**src/rtl/opstate_ctrl.sv**
```systemverilog
module opstate_ctrl #(
  parameter int DW     = 32,
  parameter int AW     = 2,
  parameter int SETTLE = 4
) (
  input  logic          clk,
  input  logic          rst_n,
  input  logic          wr_en,
  input  logic          rd_en,
  input  logic [AW-1:0] addr,
  input  logic [DW-1:0] wdata,
  output logic [DW-1:0] rdata,
  output logic [1:0]    state_o,
  output logic          valid_o,
  output logic          shift_en_o,
  output logic          fifo_en_o,
  output logic          flush_o,
  output logic          spi_mode_o,
  output logic          gate_ok_o
);
  localparam int CW = $clog2(SETTLE + 1);
  localparam logic [1:0] ST_RST = 2'd0, ST_RUN = 2'd1, ST_CLR = 2'd2, ST_PAU = 2'd3;
  localparam logic [AW-1:0] A_ST = AW'(0), A_CFG = AW'(1), A_SR = AW'(2);
  localparam int B_SPI = 8, B_AG = 13;

  logic [1:0]    cur, tgt;
  logic          valid, armed, flush, cfg_spi, cfg_ag;
  logic [CW-1:0] cnt;

  wire [1:0] code   = wdata[1:0];
  wire       wr_st  = wr_en && addr == A_ST;
  wire       wr_cfg = wr_en && addr == A_CFG;
  wire       wr_sr  = wr_en && addr == A_SR && wdata[0];
  wire       take   = wr_st && valid && code != ST_CLR && !(cur == ST_PAU && code == ST_RST);
  wire       fire   = wr_st && valid && armed && code == ST_CLR;

  always_ff @(posedge clk) begin
    if (!rst_n || wr_sr) begin
      cur     <= ST_RST;
      tgt     <= ST_RST;
      valid   <= 1'b1;
      armed   <= 1'b0;
      cnt     <= '0;
      cfg_spi <= 1'b0;
      cfg_ag  <= 1'b0;
      flush   <= rst_n;
    end else begin
      flush <= 1'b0;
      if (!valid) begin
        if (cnt == '0) begin
          valid <= 1'b1;
          cur   <= tgt;
          flush <= tgt == ST_RST;
        end else begin
          cnt <= cnt - 1'b1;
        end
      end else if (take || fire) begin
        valid <= 1'b0;
        cnt   <= CW'(SETTLE - 1);
        tgt   <= fire ? ST_RST : code;
        armed <= 1'b0;
      end else if (wr_st) begin
        armed <= cur == ST_PAU && code == ST_CLR;
      end
      if (wr_cfg) begin
        cfg_spi <= wdata[B_SPI];
        cfg_ag  <= wdata[B_AG];
      end
    end
  end

  always_ff @(posedge clk) begin
    if (!rst_n) begin
      rdata <= '0;
    end else if (rd_en) begin
      rdata <= '0;
      case (addr)
        A_ST:    rdata[2:0] <= {valid, cur};
        A_CFG:   begin
                   rdata[B_SPI] <= cfg_spi;
                   rdata[B_AG]  <= cfg_ag;
                 end
        default: rdata <= '0;
      endcase
    end
  end

  assign state_o    = cur;
  assign valid_o    = valid;
  assign shift_en_o = valid && cur == ST_RUN;
  assign fifo_en_o  = valid && (cur == ST_RUN || cur == ST_PAU);
  assign flush_o    = flush;
  assign spi_mode_o = cfg_spi;
  assign gate_ok_o  = cfg_ag && valid && cur != ST_RUN;
endmodule

```
**config.mk**
```make
export PLATFORM = sky130hd
export DESIGN_NAME = opstate_ctrl
export DESIGN_NICKNAME = d
export VERILOG_FILES = /design/src/rtl/opstate_ctrl.sv
export SDC_FILE = /design/constraint.sdc
export NUM_CORES = 1
export LEC_CHECK = 0
export BUFFER_PORTS_ARGS = -buffer_cell sky130_fd_sc_hd__buf_2
export CORE_MARGIN = 2
export CORE_UTILIZATION = 42
export CTS_CLUSTER_SIZE = 12
export DETAILED_ROUTE_END_ITERATION = 8
export PLACE_DENSITY = 0.85
export SETUP_SLACK_MARGIN = 0.5
export SLEW_MARGIN = 20
export SYNTH_ARGS = -nofsm -noshare
export SYNTH_HDL_FRONTEND = slang
export SYNTH_SLANG_ARGS = --single-unit
```
**constraint.sdc**
```tcl
create_clock -name clk -period 2.9 [get_ports clk]
set_input_delay 0.58 -clock clk [delete_from_list [all_inputs] [get_ports clk]]
set_output_delay 0.58 -clock clk [all_outputs]
set_load 0.01 [all_outputs]
```
==> run_results.csv, run 1 <==
group,metric,value,unit
status,outcome,"completed",
cts,post_cts_resized,0,
floorplan,fp.coreArea,2230,um2
min_path,hold_path_class,"reg2reg",
route,routedWlPerCell,10.8,um
route,avgViaCountPerCell,4.73,
final_layout,fin_util,0.472,
setup_path,end_kind,"output port",
final_layout,drive_above_1_share,0.241,
synth,synthTopCellsByArea,"dfxtp_1 34%, buf_4 20%, nor2b_1 4.4%",
route,via_count,780,
cts,clk_latency,0.29,ns
setup_path,worstPathArrival,1.16,ns
synth,yosysMostFrequentCell,"buf_4",
final_layout,fin_nets,178,
floorplan,initial_core_util,0.445,
cts,cts_buffers,3,
global_routing,antenna_found_initial,0,
flow_run,max_cap_violations,0,
timing,finalMaxSlewViolations,0,
synth,synth_common_cells,"27 x buf_4, 17 x dfxtp_1, 8 x nand2_1",
global_routing,grt_max_degree,12,
cts,clkTransAtPathRegs,0.10,ns
placement,io_buffer_count,22,
final_layout,antenna_cells,0,
final_layout,filler_cell_count,218,
synth,syn_inst,114,
floorplan,die_area,2770,um2
timing,max_freq,574,MHz
setup_path,crit_fanout,10,
cts,clockBufferDepth,2,
synth,synth_top_area_frac,0.342,
timing,tns,0,ns
timing,min_period_over_period,0.601,
floorplan,placementRows,17,
synth,synth_area,995,um2
route,drtIter0Drc,10,
cts,h-tree-depth,1,
placement,dp_hpwl,1320,um
cts,cts_tree,"built",
synth,yosysSeqAreaShare,0.342,
route,drtPass1Iterations,4,
setup_path,crit_path_start_kind,"register",
floorplan,die_h,52.7,um
global_routing,grt_pass1_vias,638,
floorplan,io_pins,78,
pwr,p_per_area,404,nW/um2
synth,yosysTopAreaCell,"dfxtp_1",
timing,rsz0062_at_grt,"false",
synth,synth_warnings,0,
cts,cts-root-buf,"clkbuf_4",
timing,skew,0.000921,ns
route,wl,1780,um
cts,post-cts-setup-buffers,0,
synth,synth_cell_types,34,
synth,syn_avg_cell_area,8.73,um2
route,antenna_left,0,
setup_path,path_class,"reg2out",
synth,ys_ff_latch,17,
timing,setup_viol,0,
global_routing,grt_use_total,0.141,
cts,numClockSinks,17,
timing,finalHoldViolCount,0,
synth,ys_async_sr_fraction,0,
global_routing,grt_pass1_wl,2750,um
placement,gp_congestion,0.735,
floorplan,die_x,52.7,um
pwr,ir_drop,0.000186,V
cts,holdBufCountCts,0,
pwr,p_leak,0.501,nW
pwr,p_total,0.000426,W
final_layout,syn2layout_area_growth,6.04,%
synth,synth-edff-count,0,
synth,synth_ff_type,"dfxtp_1",
setup_path,cp.required,2.32,ns
global_routing,grt_overflow,0,
route,post-route-drc-count,0,
timing,fin_crit,1.74,ns
==> stage by stage <==
stage          setup slack (ns)  hold slack (ns)  std cells  cell area (um2)
4_1_cts                    1.13            0.476        165             1050
6_report                   1.16            0.472        165             1050
3_3_place_gp               1.18            0.448        161             1030
5_1_grt                    1.02            0.490        165             1050
3_5_place_dp               1.18            0.460        161             1030
2_1_floorplan              1.35            0.441        140             1090
==> routing by layer <==
layer | vias to the layer above | wire length, um | GRT usage
met3 | 5 | 152 | 0.0343
met4 | 0 | 59 | 0.115
met5 | - | 0 | 0
li1 | 383 | - | -
met1 | 353 | 750 | 0.151
met2 | 39 | 820 | 0.231
==> layout by cell type, fill, tap and decap left out, types with 2 or more instances in the layout <==
master and instances:
o21ai_0 2, clkbuf_4 3, and2_1 2, a21boi_0 2, nand2b_1 2, a31oi_1 3, buf_2 22, conb_1 27
nor2_1 5, ha_1 2, inv_1 5, nand4b_1 2, mux2i_1 2, nor2b_1 7, nand2_1 8, dfxtp_1 17
nand3_1 6, a21oi_1 3
==> registers in the layout, indices dropped and copies added (netlist names) <==
signal      count
valid_o         1
spi_mode_o      1
flush_o         1
cfg_ag          1
cnt             3
rdata           5
state_o         2
tgt             2
armed           1
==> where the power goes <==
group	total, W	internal [W]	switching, W
clock	0.000126	0.0000514	0.0000745
sequential	0.000241	0.000238	0.00000326
combinational	0.0000587	0.0000184	0.0000404
total	0.000426	0.000308	0.000118
==> area by class of cell <==
cell class,instances,area [um2],area share
timing repair buffer,22,110,0.104
inverter,5,18.8,0.0178
sequential,17,340,0.323
tap,28,35.0,0.0332
multi-input combinational,89,523,0.496
clock inverter,1,5.00,0.00474
clock buffer,3,22.5,0.0214
==> worst paths after layout <==
kind,from,to,slack (ns),depth (start not counted)
min reg2reg,armed,armed,0.47,2
max reg2reg,valid_o,armed,1.44,3
min,armed,armed,0.47,2
max,valid_o,gate_ok_o,1.16,3
==> critical path, stage by stage, from the launching register on <==
cell and delay [ns]:
dfxtp_1 0.52, nand2_1 0.09, a21oi_1 0.11, buf_2 0.14
==> kinds of logic after synthesis <==
group           count (synthesis)  share of synthesized area
compound gates                 18                      0.132
fa+ha+maj                       2                     0.0252
buf+inv                        34                      0.230
flops                          17                      0.342
mux                             2                     0.0201
other cells                     1                    0.00377
simple gates                   40                      0.247
(Power assumes the default switching activity.)
==> run 2: changes to the inputs <==
--- a/config.mk
+++ b/config.mk
@@ -5,12 +5,13 @@
 export SDC_FILE = /design/constraint.sdc
 export NUM_CORES = 1
 export LEC_CHECK = 0
+export ABC_AREA = 1
 export BUFFER_PORTS_ARGS = -buffer_cell sky130_fd_sc_hd__buf_2
 export CORE_MARGIN = 2
-export CORE_UTILIZATION = 42
+export CORE_UTILIZATION = 39
 export CTS_CLUSTER_SIZE = 12
 export DETAILED_ROUTE_END_ITERATION = 8
-export PLACE_DENSITY = 0.85
+export PLACE_DENSITY = 0.8
 export SETUP_SLACK_MARGIN = 0.5
 export SLEW_MARGIN = 20
 export SYNTH_ARGS = -nofsm -noshare
==> constraint.sdc (replaced) <==
create_clock -name clk -period 1.8 [get_ports clk]
set_input_delay 0.36 -clock clk [delete_from_list [all_inputs] [get_ports clk]]
set_output_delay 0.36 -clock clk [all_outputs]
set_load 0.01 [all_outputs]
==> run_results.csv, run 2 <==
group,metric,value,unit
route,drtIter0Drc,3,
global_routing,antenna_found_initial,0,
min_path,hold_path_class,"in2reg",
timing,max_freq,737,MHz
setup_path,endpoint,"shift_en_o",
final_layout,largestRegisters,"rdata: 5 flops, cnt: 3 flops",
route,antenna_left,0,
pwr,p_leak,0.595,nW
route,routedWlPerCell,9.03,um
final_layout,antenna_cells,0,
timing,min_period_over_period,0.754,
setup_path,end_kind,"output port",
floorplan,die_h,54.4,um
synth,synth_ff_type,"dfxtp_1",
cts,cts_buffers,3,
synth,yosysSeqAreaShare,0.344,
timing,setup_viol,0,
setup_path,crit_fanout,3,
final_layout,layout_commonest_cell,"conb_1",
timing,finalHoldViolCount,0,
synth,synth_common_cells,"27 x buf_4, 17 x dfxtp_1, 16 x nand2_1",
cts,numClockSinks,17,
floorplan,fp.coreArea,2430,um2
route,via_count,819,
final_layout,syn2layout_area_growth,17.3,%
synth,synth-edff-count,0,
synth,synth_top_area_frac,0.344,
pwr,ir_drop,0.000609,V
cts,clk_latency,0.29,ns
pwr,p_per_area,640,nW/um2
cts,cts_tree,"built",
floorplan,placementRows,18,
setup_path,setup.worst_path.start,"state_o[0]",
placement,dp_slack,0.456,ns
placement,place_area,1040,um2
synth,syn_avg_cell_area,7.50,um2
final_layout,design_area,1160,um2
placement,dp_hpwl,1360,um
cts,holdBufCountCts,0,
route,avgViaCountPerCell,4.29,
flow_run,max_cap_violations,0,
route,wl,1730,um
cts,cts-root-buf,"clkbuf_4",
synth,synth_warnings,0,
synth,syn_inst,132,
setup_path,worstPathArrival,1.00,ns
final_layout,filler_cell_count,246,
setup_path,reg2reg_depth,7,
cts,clkTransAtPathRegs,0.10,ns
synth,synth_cell_types,26,
route,post-route-drc-count,0,
placement,io_buffer_count,22,
floorplan,die_x,54.4,um
synth,ys_ff_latch,17,
status,outcome,"completed",
global_routing,grt_overflow,0,
setup_path,path_class,"reg2out",
timing,skew,0.00639,ns
setup_path,r2r-start,"cnt[1]",
pwr,p_total,0.000743,W
setup_path,cp.required,1.44,ns
floorplan,initial_core_util,0.407,
timing,worst_slack,0.443,ns
final_layout,fin_nets,202,
global_routing,grt_max_degree,11,
setup_path,timing.rr.end,"cnt[2]",
final_layout,top_register,"rdata",
timing,tns,0,ns
route,drtPass1Iterations,4,
global_routing,grt_pass1_vias,640,
floorplan,die_area,2960,um2
timing,hold_slack,0.354,ns
synth,ys_async_sr_fraction,0,
timing,finalMaxSlewViolations,0,
final_layout,drive_above_1_share,0.366,
synth,yosysTopAreaCell,"dfxtp_1",
global_routing,grt_use_total,0.125,
floorplan,io_pins,78,
global_routing,grt_pass1_wl,2620,um
cts,h-tree-depth,1,
setup_path,rrSetupSlack,0.49,ns
cts,clockBufferDepth,2,
setup_path,crit_path_start_kind,"register",
timing,rsz0062_at_grt,"true",
synth,synth_area,990,um2
placement,gp_congestion,0.786,
final_layout,layout_common_cells,"27 x conb_1, 22 x buf_2, 14 x nand2_1",
synth,synthTopCellsByArea,"dfxtp_1 34%, buf_4 20%, nand2_1 6.1%",
synth,yosysMostFrequentCell,"buf_4",
timing,fin_crit,1.36,ns
final_layout,largest_reg_flops,5,
[run 2: changes by cell type after synthesis, sizes merged, moves of 3 or more]
cell,change
inv,+12
nand2,+11
nor2,+10
o21ai,+9
nor2b,-7
a21oi,+6
a31oi,-3
and2,-3
nand2b,-3
[run 2: logic make-up (layout without fill, tap and decap cells)]
group,after synthesis,in the layout,share of synthesized area
AO/OA/AOI/OAI,24,24,0.140
flip-flops,17,17,0.344
XOR/XNOR,1,1,0.00885
other,1,27,0.00379
AND/OR/NAND/NOR,41,41,0.200
buffers and inverters,46,49,0.278
adder cells (fa/ha/maj),2,2,0.0253
[run 2: per-stage QoR]
stage / std cells / util
3_3_place_gp: 182 / 0.426
5_1_grt: 191 / 0.477
4_1_cts: 189 / 0.459
6_report: 191 / 0.477
3_5_place_dp: 182 / 0.426
2_1_floorplan: 158 / -
[run 2: report_power, final]
part           internal, W  leakage, nW  switching (W)
Sequential        0.000390        0.140     0.00000975
Combinational    0.0000503        0.440      0.0000902
Clock            0.0000862       0.0150       0.000116
Total             0.000527        0.595       0.000216
[run 2: worst min-delay path by stage]
| stage | start | end | cells after the start |
|---|---|---|---|
| after floorplan | cnt[1] | cnt[1] | 2 |
| after global placement | cnt[1] | cnt[1] | 2 |
| after detailed placement | cnt[1] | cnt[1] | 2 |
| after CTS | rd_en | rdata[0] | 2 |
| after global routing | rd_en | rdata[13] | 2 |
| final | rd_en | rdata[1] | 2 |
[run 2: repair_timing]
| item | in CTS | in global routing |
|---|---|---|
| endpoints found under the setup margin | 5 | 7 |
| pin swaps | 3 | 9 |
| buffers inserted | 3 | 2 |
| gates resized for setup | 13 | 9 |
[run 2: cell type report]
| type | count | area, um2 | share of cell area |
|---|---|---|---|
| Clock buffer | 4 | 26.3 | 0.0226 |
| Inverter | 18 | 68.8 | 0.0593 |
| Multi-Input combinational cell | 95 | 527 | 0.454 |
| Sequential cell | 17 | 350 | 0.302 |
| Tap cell | 30 | 37.5 | 0.0323 |
| Timing Repair Buffer | 27 | 151 | 0.130 |
[run 2: per-layer routing]
| metal | vias up | global-route usage | wire [um] | share of wire |
|---|---|---|---|---|
| li1 | 420 | - | - | - |
| met1 | 367 | 0.147 | 729 | 0.42 |
| met2 | 29 | 0.199 | 844 | 0.49 |
| met3 | 3 | 0.0628 | 139 | 0.081 |
| met4 | 0 | 0.0375 | 11 | 0.0064 |
| met5 | - | 0 | 0 | 0 |
[run 2: worst max-delay path, cell delays in order, from the launching register on]
cell	delay (ns)
dfxtp_2	0.36
buf_6	0.11
nand2_4	0.04
nor2_2	0.08
buf_2	0.12
